<file path="src/rtl/ram_addr_pkg.sv">
`timescale 1ns/1ps
package ram_addr_pkg;
    localparam int ADDR_W  = 7;
    localparam int ROWS    = 64;
    localparam int ROW_W   = $clog2(ROWS);
    localparam int CMD_W   = 3;

    typedef enum logic [CMD_W-1:0] {
        CMD_HOLD   = 3'd0,
        CMD_CLEAR  = 3'd1,
        CMD_UP     = 3'd2,
        CMD_DOWN   = 3'd3,
        CMD_SETMOD = 3'd4,
        CMD_LOAD   = 3'd5,
        CMD_SAVE   = 3'd6,
        CMD_RSVD   = 3'd7
    } cmd_e;

    typedef enum logic {
        WRAP_FULL    = 1'b0,
        WRAP_BOUNDED = 1'b1
    } wrap_e;
endpackage

</file>
<file path="src/rtl/ram_addr_table.sv">
`timescale 1ns/1ps
module ram_addr_table #(
    parameter int ADDR_W = 7,
    parameter int ROWS   = 64,
    localparam int ROW_W = $clog2(ROWS)
) (
    input  logic              clk_i,
    input  logic              rst_ni,
    input  logic              wr_en_i,
    input  logic [ROW_W-1:0]  row_i,
    input  logic [ADDR_W-1:0] wr_data_i,
    output logic [ADDR_W-1:0] rd_data_o
);
    logic [ADDR_W-1:0] rows_q [ROWS];

    always_ff @(posedge clk_i) begin
        if (!rst_ni) begin
            for (int i = 0; i < ROWS; i++) begin
                rows_q[i] <= '0;
            end
        end else if (wr_en_i) begin
            rows_q[row_i] <= wr_data_i;
        end
    end

    assign rd_data_o = rows_q[row_i];
endmodule

</file>
<file path="src/rtl/ram_addr_step.sv">
`timescale 1ns/1ps
module ram_addr_step #(
    parameter int ADDR_W = 7
) (
    input  logic [ADDR_W-1:0] addr_i,
    input  logic [ADDR_W-1:0] mod_i,
    input  logic              bounded_i,
    output logic [ADDR_W-1:0] up_o,
    output logic [ADDR_W-1:0] down_o
);
    logic [ADDR_W-1:0] top;

    assign top = mod_i - ADDR_W'(1);

    always_comb begin
        if (!bounded_i) begin
            up_o   = addr_i + ADDR_W'(1);
            down_o = addr_i - ADDR_W'(1);
        end else begin
            up_o   = (addr_i >= top) ? '0 : addr_i + ADDR_W'(1);
            down_o = (addr_i == '0 || addr_i >= mod_i) ? top : addr_i - ADDR_W'(1);
        end
    end
endmodule

</file>
<file path="src/rtl/ram_addr_unit.sv">
`timescale 1ns/1ps
module ram_addr_unit
    import ram_addr_pkg::*;
#(
    parameter int ADDR_W = ram_addr_pkg::ADDR_W,
    parameter int ROWS   = ram_addr_pkg::ROWS,
    localparam int ROW_W = $clog2(ROWS)
) (
    input  logic              clk_i,
    input  logic              rst_ni,
    input  logic [2:0]        cmd_i,
    input  logic [ROW_W-1:0]  row_i,
    output logic [ADDR_W-1:0] addr_o
);
    cmd_e              cmd;
    wrap_e             state_q, state_d;
    logic [ADDR_W-1:0] addr_q, addr_d;
    logic [ADDR_W-1:0] mod_q, mod_d;
    logic [ADDR_W-1:0] up_addr, down_addr, tab_rd;
    logic              tab_we;

    assign cmd = cmd_e'(cmd_i);

    ram_addr_step #(.ADDR_W(ADDR_W)) u_step (
        .addr_i    (addr_q),
        .mod_i     (mod_q),
        .bounded_i (state_q == WRAP_BOUNDED),
        .up_o      (up_addr),
        .down_o    (down_addr)
    );

    ram_addr_table #(.ADDR_W(ADDR_W), .ROWS(ROWS)) u_table (
        .clk_i     (clk_i),
        .rst_ni    (rst_ni),
        .wr_en_i   (tab_we),
        .row_i     (row_i),
        .wr_data_i (addr_q),
        .rd_data_o (tab_rd)
    );

    // Wrap-mode controller: next state
    always_comb begin
        state_d = state_q;
        unique case (state_q)
            WRAP_FULL:    if (cmd == CMD_SETMOD && addr_q != '0) state_d = WRAP_BOUNDED;
            WRAP_BOUNDED: if (cmd == CMD_SETMOD && addr_q == '0) state_d = WRAP_FULL;
            default:      state_d = WRAP_FULL;
        endcase
    end

    // State and data registers
    always_ff @(posedge clk_i) begin
        if (!rst_ni) begin
            state_q <= WRAP_FULL;
            addr_q  <= '0;
            mod_q   <= '0;
        end else begin
            state_q <= state_d;
            addr_q  <= addr_d;
            mod_q   <= mod_d;
        end
    end

    // Command decode: register updates and table write
    always_comb begin
        addr_d = addr_q;
        mod_d  = mod_q;
        tab_we = 1'b0;
        unique case (cmd)
            CMD_HOLD:   addr_d = addr_q;
            CMD_CLEAR:  addr_d = '0;
            CMD_UP:     addr_d = up_addr;
            CMD_DOWN:   addr_d = down_addr;
            CMD_SETMOD: mod_d  = addr_q;
            CMD_LOAD:   addr_d = tab_rd;
            CMD_SAVE:   tab_we = 1'b1;
            CMD_RSVD:   addr_d = addr_q;
            default:    addr_d = addr_q;
        endcase
    end

    assign addr_o = addr_q;
endmodule

</file>
<file path="config.mk">
export PLATFORM = sky130hd
export DESIGN_NAME = ram_addr_unit
export DESIGN_NICKNAME = d
export VERILOG_FILES = /design/src/rtl/ram_addr_pkg.sv /design/src/rtl/ram_addr_table.sv /design/src/rtl/ram_addr_step.sv /design/src/rtl/ram_addr_unit.sv
export SDC_FILE = /design/constraint.sdc
export NUM_CORES = 1
export LEC_CHECK = 0
export BUFFER_PORTS_ARGS = -buffer_cell sky130_fd_sc_hd__buf_4
export CAP_MARGIN = 20
export CORE_MARGIN = 8
export CORE_UTILIZATION = 45
export DETAILED_ROUTE_END_ITERATION = 16
export SYNTH_ARGS = -nofsm -noshare
export SYNTH_HDL_FRONTEND = slang
export SYNTH_SLANG_ARGS = --single-unit
</file>
<file path="constraint.sdc">
create_clock -name clk_i -period 8.2 [get_ports clk_i]
set_input_delay 0 -clock clk_i [delete_from_list [all_inputs] [get_ports clk_i]]
set_output_delay 0 -clock clk_i [all_outputs]
set_load 0.02 [all_outputs]
</file>
# Word level (Yosys, flattened, before mapping)
# Memories as Yosys holds them, arrays and structs flattened.
# Cells that the tools add are included.
dict set report op_classes {
  addsub 3
  n_lt_le_gt_ge 2
  n_eq_ne 6
  muxes 16
  bitwise 1
  n_reduce_logical 7
}
# cell n
set ops {}
lappend ops {{7-bit 2-to-1 mux} 5}
lappend ops {{7-bit case mux with 4 select lines} 1}
lappend ops {{7-bit >= comparator} 2}
lappend ops {{7-bit by 1-bit subtractor with 7-bit output, second input constant} 2}
lappend ops {{3-bit == test, second input constant} 3}
lappend ops {{1-bit 2-to-1 mux} 8}
lappend ops {{7-bit by 1-bit adder with 7-bit output, second input constant} 1}
lappend ops {{7-bit logical NOT} 1}
lappend ops {{7-bit nonzero test} 1}
lappend ops {{7-bit OR reduction} 1}
lappend ops {{3-bit by 2-bit == test with 1-bit output, second input constant} 2}
lappend ops {{6-bit 2-to-1 mux} 1}
lappend ops {{4-bit nonzero test} 1}
lappend ops {{3-bit by 1-bit == test with 1-bit output, second input constant} 1}
lappend ops {{1-bit logical AND} 2}
lappend ops {{1-bit case mux with 2 select lines} 1}
lappend ops {{1-bit logical OR} 1}
lappend ops {{1-bit NOT} 1}
dict set report totals {
  reg_bits 15
  ramBits 448
  in_bits 11
  out_inout_bits 7
  n_memories 1
}
# name words word_bits read_ports rd_clocked_by_memory_dff write_ports line
set memory_table {}
lappend memory_table {u_table.rows_q 64 7 1 0 64 ram_addr_table.sv:14} ;# logic [ADDR_W-1:0] rows_q [ROWS];

# Longest topological paths before layout
# Gate-level depths: netlist of run 1.
dict set report depth {
  word_depth 7
  depth_mapped 13
  mapped_depth_nobuf 13
}

# Hierarchy
# From an unflattened synthesis of run 1, not the netlist that was laid out.
dict set report unflattened {
  cells_unflattened 1779
  area_unflattened_um2 22597.9
}
# module instances cells_each area_per_inst_um2 seq_area_each_um2
set by_module_without_submodules {}
lappend by_module_without_submodules {ram_addr_table 1 1617 21117.8 13452.9}
lappend by_module_without_submodules {ram_addr_step 1 94 750.7 0.0}
lappend by_module_without_submodules {ram_addr_unit 1 68 729.4 300.3}

# Least setup slack after synthesis of run 1
# OpenSTA, ideal clock, no wires.
dict set report synth_path {
  path_type {register to register}
  start {reg addr_q[0] (netlist: addr_o[0])}
  end {reg addr_q[0] (netlist: addr_o[0])}
  setup_ns 0.117
  arrival_time_ns 2.649
  path_slack_ns 5.434
  stages_incl_launch_ff 11
  path_buffers 1
  cell_sequence {dfxtp_1 -> inv_1 -> clkbuf_1 -> ha_1 -> or3b_4 -> nor4_4 -> a2111oi_2 -> o22ai_4 -> a32o_1 -> a31o_2 -> a22o_1}
}
dict set report synth_between {
  elab_chain_cells 5
  elab_cells_between_ends 11
  classes_between {add/sub (2); order compare (2); mux (5); reduce/logical (2)}
}
# element line
set synth_rtl {}
lappend synth_rtl {{start: declaration} ram_addr_unit.sv:17} ;# logic [ADDR_W-1:0] addr_q, addr_d;
lappend synth_rtl {{start signal: assignment} ram_addr_unit.sv:59} ;# addr_q <= addr_d;
lappend synth_rtl {{7-bit >= comparator / 7-bit logical NOT (equally long branches)} ram_addr_step.sv:21} ;# down_o = (addr_i == '0 || addr_i >= mod_i) ? top : addr_i - ADDR_W'(1);
lappend synth_rtl {{1-bit logical OR} ram_addr_step.sv:21}
lappend synth_rtl {{7-bit 2-to-1 mux} ram_addr_step.sv:21}
lappend synth_rtl {{7-bit 2-to-1 mux} ram_addr_step.sv:16} ;# if (!bounded_i) begin
lappend synth_rtl {{7-bit case mux with 4 select lines (*)} ram_addr_unit.sv:69} ;# unique case (cmd)
# Mark *: on every way between the ends. The rest lies on a longest branch, timed or not.
# A chain may end at the register's enable or synchronous reset.

# Final worst setup path of run 1
dict set report layout_path {
  start {reg addr_q[1] (netlist: addr_o[1])}
  end {reg addr_q[4] (netlist: addr_o[4])}
}
# The elaborated chain is that of the path after synthesis.

==> reports/results.txt, run 1 <==
status - finished clean
Clock transition at path regs - 0.06 ns
Tot GR Track Use - 22.95%
Port-buffer cells - 17
H-tree depth - 2
largest net degree at the start of global routing - 76
Synth area leaders - edfxtp_1, and2_1, mux4_2
Cell Area, Placed - 22,760 um^2
final max-slew violation count - 0
vias in the first global route - 14,380
Post-synth EDFFs - 448
gr ovfl total - 0
CTS Sinks - 463
top_reg_cell synth - edfxtp_1
leading cell types by count after synthesis - edfxtp_1, and2_1, nor3_1, clkbuf_1, nor2_1
Final GP Congestion - 0.8834
TritonCTS buffer count - 50
syn_area_per_cell - 12.75 um^2
skew final - 0.01764 ns
Fin. Hold Viols - 0
Synth warnings - 0
cts hold-fix bufs - 6
die area - 56,710 um^2
Core ar. - 48,850 um^2
fin crit share - 45.93%
final critical-path required period - 3.766 ns
FFs w/ async S/R, synth - 0%
Slew Limit Headroom - 24.38%
CP max stage cell - buf_4
DR DRC count - 0
first-pass GRT wire length - 97.48 mm
vias per std cell - 6.144
Post-Syn Nets - 1,770
Least-Margin Pin Slew - 1.132 ns
Ports - 18
CP bufs+invs - 2
Max clock buf depth - 3
Post-DRT Antenna Nets - 0
crit end category - flop
fmax - 0.2655 GHz
Final HPWL DP - 39.82 mm
register bit count reported by yosys - 463
initial antenna violation count - 1
routed vias - 14,720
Chip Height - 238.1 um
diode count - 0
RSZ-0062 raised after global routing - no
Clock Tree Root - clkbuf_16
count leader, synth - edfxtp_1
worst min-delay path class - input port to flop
Cells after Synth - 1,742
mapped cell area - 22,200 um^2
Post-Layout Cell Count - 2,396
initial drt markers - 2,089
required time of the critical path - 8.65 ns
ratio of cells with drive above 1 in the final layout - 13.16%
kind of critical path - flop to flop
post-route cell area - 24,530 um^2
Row Count - 81
Post-CTS Setup Bufs - 0
post-synth top area share - 60.59%
CTS tree - done
count of cells resized by post-cts repair - 0
Max VDD drop - 134.1 uV
drt wl/cell - 27.36 um
Die Wd - 238.1 um
post-route setup TNS - 0 ns
leakage - 8.466 nW
first-pass iteration count of the detailed router - 6
Area growth syn-to-layout - 10.50%
final setup vio count - 0
dpl cells - 2,288
CP peak stage delay - 0.77 ns
final-stage net count - 1,721
Initial Util - 45.45%
# Max-Cap Violations - 0
cell taking the most area after synthesis - edfxtp_1
hold_ws - 0.1288 ns
Top delay family on crit path - compound AO/OA/AOI/OAI gates
share of the yosys chip area belonging to registers - 61.94%
worst-path fanout max - 65
startpoint types - flop
total power - 0.005472 W
synth unique cells - 65
WL final - 65.55 mm
cells along the critical path - clkinv_2, buf_4, ha_1, or3b_4, nor4_4, a2111oi_2, o22ai_4, mux2i_1, a221oi_1, a21oi_1
Critical Path AT - 4.22 ns
clk_lat worst skew - 0.60 ns
power density cells - 223.0 nW/um^2
## flip-flops by register name, summed over array words and instances (netlist names), named ones only
| name | cells |
|---|---|
| addr_o | 7 |
| mod_q | 7 |
| u_table.rows_q | 448 |
## per-layer routing
layer	track usage [%]	vias to the layer above	share of wire, %
met5	0	-	0.020
met4	6.401	2	2.5
met3	4.026	94	8.7
met2	36.31	768	46
met1	32.42	7437	43
li1	-	6420	-
## power by group
| group | internal (W) | switching (W) | total (W) |
|---|---|---|---|
| Clock | 0.00136 | 0.000949 | 0.00231 |
| Combinational | 0.000132 | 0.000325 | 0.000457 |
| Sequential | 0.00267 | 0.0000385 | 0.00271 |
## cells in the final DEF, fill, tap and decap left out, types with 4 or more instances in the layout
cell	netlist	layout
o22ai_1	22	22
and3_1	5	5
a221oi_1	51	51
buf_2	27	5
clkinv_1	0	13
dfxtp_2	0	5
a31oi_1	6	6
clkbuf_2	0	4
and2_1	324	324
nand3_1	17	17
a32oi_1	8	8
inv_1	12	10
ha_1	17	17
clkbuf_16	0	53
nand2_1	38	38
edfxtp_1	448	448
dfxtp_1	15	10
o21ai_0	86	86
mux2i_1	54	54
a22o_1	7	7
clkbuf_1	124	7
bufinv_16	0	6
xnor2_1	10	10
nor2b_1	16	14
nor2_1	88	87
dlygate4sd3_1	0	6
nor3_1	135	135
mux4_2	41	41
mux2_2	31	31
a21oi_1	33	33
and3b_1	4	4
clkinv_2	0	10
a211oi_1	5	5
nor3b_1	7	7
buf_4	3	52
a22oi_1	39	39
## through the flow
stage                     setup WS (ns)  utilization (%)
after floorplan                   5.434                -
after global placement            4.376            46.57
after detailed placement          4.214            46.59
after CTS                         4.406            50.09
after global routing              4.250            50.23
final                             4.434            50.23
## cell type report
class	instances	area, um^2
inverter	13	50.05
fill	4260	24310
multi-input combinational	1095	7715
clock buffer	60	1353
tap	664	830.8
sequential	463	13760
clock inverter	31	297.8
timing repair buffer	70	529.3
## cells by family (layout without fill, tap and decap cells)
logic type	count (synthesis)	count (layout)	synth area share, %
AOI/OAI and AO/OA	285	285	8.712
DFF	463	463	61.94
adders and majority gates	17	17	0.9579
xor gates and xnor gates	13	13	0.5128
buffers and inverters	184	174	3.347
muxes	126	126	8.165
and+or+nand+nor	654	654	16.36
## worst paths after layout
check	from	endpoint	slack, ns	cells past startpoint
setup / recovery	addr_o[1]	addr_o[4]	4.43	10
hold / removal	row_i[2]	u_table.rows_q[20][0]	0.13	3
setup reg to reg	addr_o[1]	addr_o[4]	4.43	10
hold reg to reg	addr_o[4]	mod_q[4]	0.61	2
## tightest hold or removal path, delay by kind of cell
kind                   cells  cell delay [ns]
buffers and inverters      1             0.25
and+or+nand+nor            2             0.27
No activity file was read; power rests on OpenSTA's default activity.
==> run 2, diff against run 1 <==
==> constraint.sdc (replaced) <==
create_clock -name clk_i -period 3.5 [get_ports clk_i]
set_input_delay 0 -clock clk_i [delete_from_list [all_inputs] [get_ports clk_i]]
set_output_delay 0 -clock clk_i [all_outputs]
set_load 0.02 [all_outputs]
==> run 2 against run 1 <==
Wire length grew 0.38%; clock power up 120%; final area grew 2.6%; critical path depth unchanged; worst setup slack worse by 3.9 ns; highest routed layer is now met4.
==> reports/results.txt, run 2 (synthesis results as in run 1) <==
worst-path fanout max - 29
skew final - 0.01617 ns
Ports - 18
ratio of cells with drive above 1 in the final layout - 16.98%
Final GP Congestion - 0.9009
WL final - 65.80 mm
Cell Area, Placed - 23,520 um^2
Row Count - 81
H-tree depth - 2
Die Wd - 238.1 um
CTS tree - done
commonest non-fill, non-tap cells in the layout - edfxtp_1, and2_1, buf_4
Tot GR Track Use - 22.96%
Post-DRT Antenna Nets - 0
Slew Limit Headroom - 30.09%
Area growth syn-to-layout - 13.39%
final max-slew violation count - 0
post-route cell area - 25,180 um^2
Core ar. - 48,850 um^2
final core occ - 51.54%
commonest non-fill, non-tap cell in the layout - edfxtp_1
power density cells - 501.7 nW/um^2
Initial Util - 45.45%
Fin. Hold Viols - 0
vias in the first global route - 14,690
Least-Margin Pin Slew - 1.038 ns
Critical Path AT - 3.43 ns
worst min-delay path class - input port to flop
final-stage net count - 1,809
first-pass GRT wire length - 98.36 mm
Clock transition at path regs - 0.06 ns
gr ovfl total - 0
Max clock buf depth - 3
kind of critical path - input port to flop
Post-Layout Cell Count - 2,484
Max VDD drop - 330.6 uV
required time of the critical path - 3.98 ns
DR DRC count - 0
post-route setup TNS - 0 ns
Biggest register - u_table.rows_q
initial drt markers - 1,752
Chip Height - 238.1 um
die area - 56,710 um^2
crit end category - flop
dpl cells - 2,383
RSZ-0062 raised after global routing - no
max reg flops - 448
CTS Sinks - 463
diode count - 0
leakage - 8.865 nW
drt wl/cell - 26.49 um
fmax - 0.3395 GHz
routed vias - 15,030
Clock Tree Root - clkbuf_16
status - finished clean
clk_lat worst skew - 0.60 ns
final critical-path required period - 2.945 ns
Port-buffer cells - 17
Final HPWL DP - 42.42 mm
first-pass iteration count of the detailed router - 7
TritonCTS buffer count - 51
vias per std cell - 6.050
fin crit share - 84.15%
final setup vio count - 0
# Max-Cap Violations - 0
startpoint types - input port
initial antenna violation count - 0
largest net degree at the start of global routing - 70
==> run 2: where the power goes <==
group          internal [W]  switching (W)
Combinational      0.000372       0.000753
Clock               0.00297        0.00218
Sequential          0.00625       0.000105
==> run 2: routing by layer <==
layer  part of all wire [%]  wire, um  vias up  global-route usage [%]
met5                      0         0        -                       0
met4                    3.5      2293        0                   8.616
met3                    7.9      5177      138                   3.484
met2                     46     30320      741                   36.03
met1                     43     28010     7535                   32.13
li1                       -         -     6614                       -
==> run 2: worst max-delay path: stages <==
cell and delay, ns:
dlygate4sd3_1 0.55, buf_6 0.33, buf_4 0.38, nor3b_1 0.19
a32o_1 0.28, a221oi_1 0.22, a31oi_1 0.15, nor4_1 0.68
nand3_1 0.32, a22o_1 0.31
==> run 2: worst paths after layout <==
kind / slack [ns] / startpoint / cells past startpoint / to
max: 0.55 / row_i[2] / 10 / addr_o[6]
max reg2reg: 0.58 / addr_o[1] / 9 / addr_o[4]
min: 0.11 / row_i[3] / 4 / u_table.rows_q[60][0]
min reg2reg: 0.58 / addr_o[6] / 2 / mod_q[6]
==> run 2: timing repair <==
action,4_1_cts,5_1_grt
hold buffers,8,0
buffers inserted,0,0
endpoints found under the hold margin,18,0
resized for setup,0,0
==> run 2: cell type report <==
class                           count  area [um^2]
Inverter                           13        48.80
Clock buffer                       64         1368
Tap cell                          664        830.8
Multi-Input combinational cell   1095         7715
Fill cell                        4270        23670
Clock inverter                     28        203.9
Timing Repair Buffer              157         1252
Sequential cell                   463        13760
==> run 2: through the flow <==
stage	hold slack, ns	power [W]	worst slack (ns)
after global placement	0.3336	0.007553	0.5368
after global routing	0.1385	0.01298	0.3635
after CTS	0.07757	0.01268	0.5896
final	0.1102	0.01263	0.5548
after detailed placement	0.3473	0.007567	0.5666
after floorplan	0.2353	0.007079	0.7341
